===== src/rtl/div_pkg.sv =====
// Package: shared types for the restoring divider.
// Assumes: nothing beyond IEEE 1800-2017.
package div_pkg;
    typedef enum logic [1:0] {
        ST_IDLE = 2'd0,
        ST_STEP = 2'd1,
        ST_FIN  = 2'd2
    } div_state_t;
endpackage


===== src/rtl/div_ctrl.sv =====
// Module: div_ctrl
// Sequences one division: accepts start while idle, runs WIDTH iteration
// steps, then one finish cycle that publishes results and pulses done.
// A zero divisor skips straight to done with the zero flag set.
// Assumes: divisor_zero is valid in the same cycle as start.
module div_ctrl
    import div_pkg::*;
#(
    parameter int WIDTH = 32
) (
    input  logic clk,
    input  logic rst_n,
    input  logic start,
    input  logic divisor_zero,
    output logic busy,
    output logic done,
    output logic div_zero,
    output logic load,
    output logic step,
    output logic fin
);
    localparam int CNT_W = $clog2(WIDTH);
    localparam logic [CNT_W-1:0] LAST = CNT_W'(WIDTH - 1);

    div_state_t       state_q;
    logic [CNT_W-1:0] cnt_q;

    // Decode the strobes that drive the datapath.
    always_comb begin
        busy = (state_q != ST_IDLE);
        load = start && (state_q == ST_IDLE) && !divisor_zero;
        step = (state_q == ST_STEP);
        fin  = (state_q == ST_FIN);
    end

    // State, step counter, done pulse and zero flag.
    always_ff @(posedge clk) begin
        if (!rst_n) begin
            state_q  <= ST_IDLE;
            cnt_q    <= '0;
            done     <= 1'b0;
            div_zero <= 1'b0;
        end else begin
            done <= 1'b0;
            case (state_q)
                ST_IDLE: begin
                    if (start) begin
                        if (divisor_zero) begin
                            done     <= 1'b1;
                            div_zero <= 1'b1;
                        end else begin
                            div_zero <= 1'b0;
                            cnt_q    <= '0;
                            state_q  <= ST_STEP;
                        end
                    end
                end
                ST_STEP: begin
                    cnt_q <= cnt_q + 1'b1;
                    if (cnt_q == LAST) state_q <= ST_FIN;
                end
                ST_FIN: begin
                    done    <= 1'b1;
                    state_q <= ST_IDLE;
                end
                default: state_q <= ST_IDLE;
            endcase
        end
    end

    AST_ZERO_SKIPS: assert property (@(posedge clk) disable iff (!rst_n)
        (start && !busy && divisor_zero) |=> (done && div_zero && !busy));
    AST_START_IGNORED: assert property (@(posedge clk) disable iff (!rst_n)
        (step && cnt_q != LAST) |=> step);
    AST_BUSY_ENDS_DONE: assert property (@(posedge clk) disable iff (!rst_n)
        $fell(busy) |-> done);
endmodule


===== src/rtl/div_datapath.sv =====
// Module: div_datapath
// Holds the fixed divisor magnitude and the double-width working register.
// Each step shifts left by one, trial-subtracts the divisor from the upper
// half and keeps or restores it, shifting the quotient bit in at bit 0.
// Assumes: load and step never coincide; divisor nonzero when load is high.
module div_datapath #(
    parameter int WIDTH = 32
) (
    input  logic             clk,
    input  logic             rst_n,
    input  logic             load,
    input  logic             step,
    input  logic             is_signed,
    input  logic [WIDTH-1:0] dividend,
    input  logic [WIDTH-1:0] divisor,
    output logic             divisor_zero,
    output logic [WIDTH-1:0] quo_mag,
    output logic [WIDTH-1:0] rem_mag,
    output logic             quo_neg,
    output logic             rem_neg
);
    localparam int DW = 2 * WIDTH;

    logic [DW-1:0]    work_q;
    logic [WIDTH-1:0] dvsr_q;
    logic             a_neg, b_neg;
    logic [WIDTH-1:0] a_mag, b_mag;
    logic [WIDTH+1:0] trial;

    // Operand magnitudes and the trial difference of the shifted upper half.
    always_comb begin
        a_neg        = is_signed && dividend[WIDTH-1];
        b_neg        = is_signed && divisor[WIDTH-1];
        a_mag        = a_neg ? (~dividend + 1'b1) : dividend;
        b_mag        = b_neg ? (~divisor + 1'b1) : divisor;
        divisor_zero = (divisor == '0);
        trial        = {1'b0, work_q[DW-1:WIDTH-1]} - {2'b00, dvsr_q};
        quo_mag      = work_q[WIDTH-1:0];
        rem_mag      = work_q[DW-1:WIDTH];
    end

    // Load operands, then perform one restoring step per cycle.
    always_ff @(posedge clk) begin
        if (!rst_n) begin
            work_q  <= '0;
            dvsr_q  <= '0;
            quo_neg <= 1'b0;
            rem_neg <= 1'b0;
        end else if (load) begin
            work_q  <= {{WIDTH{1'b0}}, a_mag};
            dvsr_q  <= b_mag;
            quo_neg <= a_neg ^ b_neg;
            rem_neg <= a_neg;
        end else if (step) begin
            if (!trial[WIDTH+1])
                work_q <= {trial[WIDTH-1:0], work_q[WIDTH-2:0], 1'b1};
            else
                work_q <= {work_q[DW-2:0], 1'b0};
        end
    end

    AST_PARTIAL_BELOW_DIVISOR: assert property (@(posedge clk) disable iff (!rst_n)
        step |-> (work_q[DW-1:WIDTH] < dvsr_q));
endmodule


===== src/rtl/div_sign_fix.sv =====
// Module: div_sign_fix
// Applies the result signs to the unsigned quotient and remainder.
// Assumes: sign flags were captured with the operands.
module div_sign_fix #(
    parameter int WIDTH = 32
) (
    input  logic [WIDTH-1:0] quo_mag,
    input  logic [WIDTH-1:0] rem_mag,
    input  logic             quo_neg,
    input  logic             rem_neg,
    output logic [WIDTH-1:0] quo,
    output logic [WIDTH-1:0] rem
);
    // Two's-complement negate where the sign flag asks for it.
    always_comb begin
        quo = quo_neg ? (~quo_mag + 1'b1) : quo_mag;
        rem = rem_neg ? (~rem_mag + 1'b1) : rem_mag;
    end
endmodule


===== src/rtl/div_restoring_unit.sv =====
// Module: div_restoring_unit
// Top of the sequential divider: control, datapath, sign correction and
// the result registers (hi = remainder, lo = quotient).
// Assumes: start is a level sampled each edge; only honoured while idle.
module div_restoring_unit #(
    parameter int WIDTH = 32
) (
    input  logic             clk,
    input  logic             rst_n,
    input  logic             start,
    input  logic [WIDTH-1:0] dividend,
    input  logic [WIDTH-1:0] divisor,
    input  logic             is_signed,
    output logic             busy,
    output logic             done,
    output logic             div_zero,
    output logic [WIDTH-1:0] hi,
    output logic [WIDTH-1:0] lo
);
    logic             load, step, fin, divisor_zero;
    logic [WIDTH-1:0] quo_mag, rem_mag, quo, rem;
    logic             quo_neg, rem_neg;

    div_ctrl #(.WIDTH(WIDTH)) u_ctrl (
        .clk(clk), .rst_n(rst_n), .start(start), .divisor_zero(divisor_zero),
        .busy(busy), .done(done), .div_zero(div_zero),
        .load(load), .step(step), .fin(fin)
    );

    div_datapath #(.WIDTH(WIDTH)) u_dp (
        .clk(clk), .rst_n(rst_n), .load(load), .step(step),
        .is_signed(is_signed), .dividend(dividend), .divisor(divisor),
        .divisor_zero(divisor_zero), .quo_mag(quo_mag), .rem_mag(rem_mag),
        .quo_neg(quo_neg), .rem_neg(rem_neg)
    );

    div_sign_fix #(.WIDTH(WIDTH)) u_fix (
        .quo_mag(quo_mag), .rem_mag(rem_mag), .quo_neg(quo_neg),
        .rem_neg(rem_neg), .quo(quo), .rem(rem)
    );

    // Publish the corrected results in the finish cycle.
    always_ff @(posedge clk) begin
        if (!rst_n) begin
            hi <= '0;
            lo <= '0;
        end else if (fin) begin
            hi <= rem;
            lo <= quo;
        end
    end

    AST_DONE_NOT_BUSY: assert property (@(posedge clk) disable iff (!rst_n)
        done |-> !busy);
    AST_LO_ONLY_AT_DONE: assert property (@(posedge clk) disable iff (!rst_n)
        !$stable(lo) |-> done);
    AST_HI_ONLY_AT_DONE: assert property (@(posedge clk) disable iff (!rst_n)
        !$stable(hi) |-> done);
endmodule


===== config.mk =====
export PLATFORM = sky130hd
export DESIGN_NAME = div_restoring_unit
export DESIGN_NICKNAME = d
export VERILOG_FILES = /design/src/rtl/div_pkg.sv /design/src/rtl/div_ctrl.sv /design/src/rtl/div_datapath.sv /design/src/rtl/div_sign_fix.sv /design/src/rtl/div_restoring_unit.sv
export SDC_FILE = /design/constraint.sdc
export NUM_CORES = 1
export LEC_CHECK = 0
export CAP_MARGIN = 10
export CORE_UTILIZATION = 61
export CTS_CLUSTER_DIAMETER = 100
export CTS_CLUSTER_SIZE = 25
export DETAILED_ROUTE_END_ITERATION = 10
export GPL_TIMING_DRIVEN = 0
export PLACE_DENSITY = 0.87
export SLEW_MARGIN = 20
export SYNTH_ARGS = -nofsm -noshare
export SYNTH_HDL_FRONTEND = slang
export SYNTH_SLANG_ARGS = --single-unit

===== constraint.sdc =====
create_clock -name clk -period 8.3 [get_ports clk]
set_clock_uncertainty 0.15 [all_clocks]
set_input_delay 0.83 -clock clk [delete_from_list [all_inputs] [get_ports clk]]
set_output_delay 0.83 -clock clk [all_outputs]
set_load 0.02 [all_outputs]

======== Yosys cells after proc, flatten, opt, wreduce, memory -nomap -nowiden ========
Cells that the tools add are included.
word-level totals
  memory bits (read-only) ................. 0
  bits in registers ....................... 171
  memory bits (writable) .................. 0
  bits in latches ......................... 0
  memories kept ........................... 0
cells by class
  muxes and demuxes ....................... 17
  divide/modulo/power cells ............... 0
  $lt $le $gt $ge ......................... 0
  add/sub/neg operators ................... 6
  $mul .................................... 0
  bitwise logic cells ..................... 6
  eq/ne operators ......................... 6
  shift-type cells ........................ 0
  reduce and logical (&&, ||, !) cells .... 14
operators with widths
  cell                   number
  $mux 32                6
  $add 32x1->32 const B  4
  $not 32->32            4
  $mux 64                1
  $sub 33x32->34         1
  $logic_not 32->1       1
  $mux 5                 2
  $pmux 5 s2             1
  $mux 2                 3
  $reduce_and 3->1       2
  $reduce_bool 2->1      3
  $add 5x1->5 const B    1
  $eq 5x5->1 const B     1
  $logic_and 1x1->1      4
  $ne 2x2->1 const B     2
  $pmux 2 s2             1
  $eq 2x1->1 const B     1
  $eq 2x2->1 const B     1
  $logic_not 2->1        1
  $mux 1                 2
  $ne 2x1->1 const B     1
  $pmux 1 s2             1
  $reduce_and 2->1       1
  $reduce_or 2->1        1
  3 further kinds        3

======== Logic depth before layout (Yosys ltp) ========
  word-level depth ........................ 4
  gate-level depth with buffers ........... 12

======== By module ========
Synthesis repeated with hierarchy kept, for this count alone.
second synthesis, totals
  cell total of the unflattened synthesis .. 1358
  area, all modules ....................... 11518.5 um^2
modules (own cells, without submodules)
  module              cells an instance  area each (um^2)  seq. area each (um^2)  times used
  div_datapath        916                7181.9            1961.9                 1
  div_restoring_unit  206                2451.1            1281.2                 1
  div_sign_fix        189                1452.6            0.0                    1
  div_ctrl            47                 432.9             180.2                  1

======== Least setup slack after synthesis ========
No wires, ideal clock.
  kind .................................... input-to-reg
  start point ............................. input divisor[10]
  end point ............................... register u_dp.dvsr_q[27]
  cell stages on the path ................. 8
  data required time ...................... 8.034 ns
  arrival time ............................ 3.128 ns
  slack ................................... 4.906 ns
  path through ............................ or4_1 > or3_1 > or3_1 > or2_2 > nor3_2 > a21oi_1 > xor2_1 > o211a_1
between the ends
  word-level cells in the longest chain between the ends .. 3
RTL lines
  what                                              RTL line                                source
  start, declared                                   div_restoring_unit.sv:12                input logic [WIDTH-1:0] divisor,
  $not 32->32 or $logic_not 32->1 (tied branches)   div_datapath.sv:35, div_datapath.sv:36
  $add 32x1->32 or $logic_not 1->1 (tied branches)  div_datapath.sv:35, div_ctrl.sv:31
  $mux 32 or $logic_and 1x1->1 (tied branches)      div_datapath.sv:35, div_ctrl.sv:31
  end signal, assigned                              div_datapath.sv:51                      dvsr_q <= b_mag;
  end, declared                                     div_datapath.sv:25                      logic [WIDTH-1:0] dvsr_q;
Several ways; a longest one is shown, not always the timed one.
A chain may end at the register's enable or synchronous reset.

======== Worst setup path after layout ========
  start point ............................. input divisor[8]
  end point ............................... register u_dp.work_q[61]
between the ends
  word-level cells in the longest chain between the ends .. 4
RTL lines
  what                              RTL line            source
  $logic_not 32->1                  div_datapath.sv:36  divisor_zero = (divisor == '0);
  $logic_not 1->1                   div_ctrl.sv:31      load = start && (state_q == ST_IDLE) && !divisor_zero;
  $logic_and 1x1->1                 div_ctrl.sv:31
  $reduce_or 2->1 (no source line)  n/a
  end signal, assigned              div_datapath.sv:50  work_q <= {{WIDTH{1'b0}}, a_mag};
  end signal, assigned              div_datapath.sv:56  work_q <= {trial[WIDTH-1:0], work_q[WIDTH-2:0], 1'b1};
  end signal, assigned              div_datapath.sv:58  work_q <= {work_q[DW-2:0], 1'b0};
  end, declared                     div_datapath.sv:24  logic [DW-1:0] work_q;
No other way between the ends.

==> summary.txt <==
Outcome
  • Status: finished clean

Synth
  • Main synth FF type: dfxtp_1
  • Adder-cell share of the synthesized area: 0.04565
  • #FFs+latches synth: 171
  • Cells after synthesis: 1382
  • Fraction of synthesized area in multiplexers: 0.01395
  • Mapped Nets: 1489
  • Compound-Gate Fraction of Synth Area: 0.2219
  • Syn Area/Cell: 7.854 um^2
  • Post-Synth XOR/XNOR Area: 0.1170
  • Ys async rst share: 0
  • Cell area after synthesis: 10850 um^2
  • Synth Area in Simple Gates: 0.2408
  • Netlist cell types: 60
  • Ys Warns: 0
  • Post-synth EDFFs: 0
  • Register area share after synthesis: 0.3154
  • Largest family of logic cells by synthesized area: simple AND/OR/NAND/NOR gates

STA
  • Max_slew headroom: 0.4684
  • Fin. Hold Viols: 0
  • Max Fclk: 232.3 MHz
  • Setup TNS: 0 ps
  • Worst setup margin: 3995 ps
  • Min Hold Slack: 314.2 ps
  • Worst Tran Pin Value: 797.5 ps
  • Min Tclk post-route: 4306 ps
  • Slew Limit Fails: 0
  • Final worst path period share: 0.5187
  • RSZ-0062 raised after global routing: no
  • Final setup fails: 0

Place
  • Post-place setup slack: 3597 ps
  • Port Buffers: 133
  • HPWL Detailed: 23.78 mm
  • Placer Congestion: 1.034

Power
  • Sequential share of power: 0.390
  • Psw: 0.0007839 W
  • Comb power frac: 0.281
  • Pwr Total: 0.002347 W
  • Internal power: 0.001563 W
  • Switching share of power: 0.3340
  • Pwr/cell area: 180.2 nW/um^2
  • Max IR drop VDD: 163.5 uV
  • Pleak: 5.866 nW
  • Clock power frac: 0.329

CTS
  • Clk pin slew, worst setup/hold paths: 70 ps
  • Clock sinks: 171
  • Worst skew pair latency: 440 ps
  • Max clock buf depth: 2
  • Num CTS Buffers: 17
  • CTS tree: built
  • Cells resized by post-CTS repair: 0
  • Hold_buf cts: 0
  • Post CTS Setup Buffer Count: 0
  • H-tree depth: 4
  • Clock root buffer master: clkbuf_16

Worst setup path
  • RR Endpoint: u_dp.work_q[32]
  • Crit-path max FO: 10
  • Critical Path AT: 4510 ps
  • R2r worst-path depth: 11
  • Setup CP Type: in2reg
  • FF-to-FF setup slack: 4120 ps
  • Worst Setup EP: u_dp.work_q[61]
  • Critical Path RT: 8500 ps
  • Setup crit end kind: flip-flop
  • Startpoint Class: primary input
  • Startpoint of the worst register-to-register path: u_dp.work_q[37]
  • Crit path from: divisor[8]

Drt
  • Post-route DRC: 0
  • Average vias per placed instance: 6.107
  • Routed len/inst: 17.41 um
  • Drt total wl: 30.81 mm
  • Antenna-violating nets left: 0
  • Drt pass-1 iters: 5
  • DR iter-0 viols: 1120
  • Via count: 10810

Global routing
  • Number of global-route vias before repair: 9730
  • Total gr overflow: 0
  • First-pass GRT wire length: 49.09 mm
  • Initial antenna violation count: 0
  • Largest net degree at the start of global routing: 17
  • Gr usage total: 0.3401

Layout
  • Fill cell count: 1312
  • Synth-to-Final Area Change: 19.98%
  • Share of cells above drive strength 1: 0.02589
  • Diode count: 0
  • Number of nets in the layout: 1641

Floorplan
  • IO Pins: 135
  • CORE AREA: 17360 um^2
  • Starting density of the core: 0.6254
  • Num rows: 48
  • Die W: 135.4 um
  • Die Height: 135.4 um
  • DIE AREA: 18330 um^2

Hold path
  • Min-delay worst type: reg2reg

Job
  • # Max-Cap Violations: 0
power groups by stage:
| stage | clock network [W] | registers (W) | logic (W) |
|---|---|---|---|
| after floorplan | 0 | 0.000911 | 0.000462 |
| after global placement | 0 | 0.000926 | 0.000616 |
| after detailed placement | 0 | 0.000929 | 0.000632 |
| after CTS | 0.000769 | 0.000911 | 0.000641 |
| after global routing | 0.000801 | 0.000918 | 0.000715 |
| final | 0.000772 | 0.000915 | 0.000660 |
routing by layer:
| metal | GRT usage | vias to the layer above | routed length, um |
|---|---|---|---|
| met5 | 0 | - | 0 |
| li1 | - | 5202 | - |
| met4 | 0.1336 | 0 | 880 |
| met1 | 0.4731 | 4910 | 13440 |
| met3 | 0.05874 | 80 | 3363 |
| met2 | 0.5214 | 618 | 13120 |
flip-flops by register name (all words and copies together) (netlist names), 2 cells and up:
name	count
u_dp.work_q	64
u_ctrl.cnt_q	5
lo	32
u_ctrl.state_q	2
hi	32
u_dp.dvsr_q	32
stage by stage:
stage / instance area, um^2 / utilization / std cells
after floorplan: 10850 / - / 1382
after global routing: 13020 / 0.7503 / 1770
after detailed placement: 12470 / 0.7183 / 1740
after CTS: 13020 / 0.7503 / 1770
final: 13020 / 0.7503 / 1770
after global placement: 12470 / 0.7183 / 1740
worst min path at each step:
stage	from	to	slack, ps	cells past startpoint
after floorplan	u_dp.dvsr_q[31]	u_dp.dvsr_q[31]	290	2
after global routing	u_dp.dvsr_q[31]	u_dp.dvsr_q[31]	340	2
after CTS	u_dp.dvsr_q[31]	u_dp.dvsr_q[31]	320	2
after global placement	u_dp.dvsr_q[31]	u_dp.dvsr_q[31]	310	2
final	u_dp.dvsr_q[31]	u_dp.dvsr_q[31]	310	2
after detailed placement	u_dp.dvsr_q[31]	u_dp.dvsr_q[31]	310	2
cells in the mapped netlist (all sizes together) (2+ instances only):
cell	number	share of area
a211o	2	0.0016
a211oi	26	0.018
a21boi	13	0.0090
a21o	8	0.0055
a21oi	49	0.023
a221oi	4	0.0032
a31oi	13	0.0075
and2	6	0.0035
and3	53	0.031
buf	7	0.0024
clkbuf	75	0.026
dfxtp	171	0.32
ha	38	0.044
inv	49	0.017
mux2i	14	0.013
nand2	258	0.089
nand2b	13	0.0075
nand3	46	0.021
nand3b	5	0.0035
nand4	3	0.0017
nand4b	2	0.0016
nor2	84	0.029
nor2b	11	0.0063
nor3	25	0.012
nor3b	4	0.0028
nor4	13	0.0081
o211a	76	0.070
o211ai	9	0.0062
o21a	8	0.0055
o21ai	52	0.024
o21bai	2	0.0014
o311a	2	0.0018
o31ai	33	0.025
o41ai	16	0.013
or2	3	0.0017
or3	20	0.012
or4	11	0.0080
xnor2	42	0.034
xor2	103	0.083
placed cells by master (no fill, tap or decap), types with 5 or more instances in the layout:
cell type / n
a211oi_1: 26
nand3b_1: 5
nor4_1: 12
o31ai_1: 31
mux2i_1: 14
xnor2_1: 42
and2_1: 6
o211ai_1: 9
a21o_1: 8
inv_1: 48
a21boi_0: 13
buf_1: 7
nor2b_1: 11
a31oi_1: 13
nor2_1: 84
nand3_1: 46
ha_1: 38
or3_1: 18
o21ai_0: 50
o41ai_1: 16
and3_1: 53
o21a_1: 8
nand2_1: 258
nand2b_1: 13
clkbuf_16: 17
nor3_1: 24
clkbuf_1: 77
dfxtp_1: 171
a21oi_1: 49
or4_1: 10
clkdlybuf4s50_1: 133
o211a_1: 76
xor2_1: 103
layout make-up:
cell class,count,area (um^2),share of cell area
inverters,49,183.9,0.01412
repair buffers,133,1331,0.1022
plain buffers,82,307.8,0.02364
clock inverters,11,122.6,0.009416
clock buffers,19,432.9,0.03324
well taps,225,281.5,0.02162
multi-input cells,1080,6939,0.5329
flip-flops and latches,171,3423,0.2629
worst max-delay path, stage by stage:
cell             delay, ps
clkdlybuf4s50_1        470
or4_1                  570
or3_1                  400
nor4_2                 520
nand4b_1               360
nand3_1                440
nand2_1                310
clkbuf_1               360
a31oi_1                250
cells by family (layout without fill, tap and decap cells):
| kind of cell | Yosys count | after routing |
|---|---|---|
| fa+ha+maj | 39 | 39 |
| compound gates | 322 | 322 |
| simple gates | 559 | 559 |
| xor+xnor | 145 | 145 |
| flops | 171 | 171 |
| mux | 15 | 15 |
| buf+inv | 131 | 294 |
No activity file was read; power rests on OpenSTA's default activity.
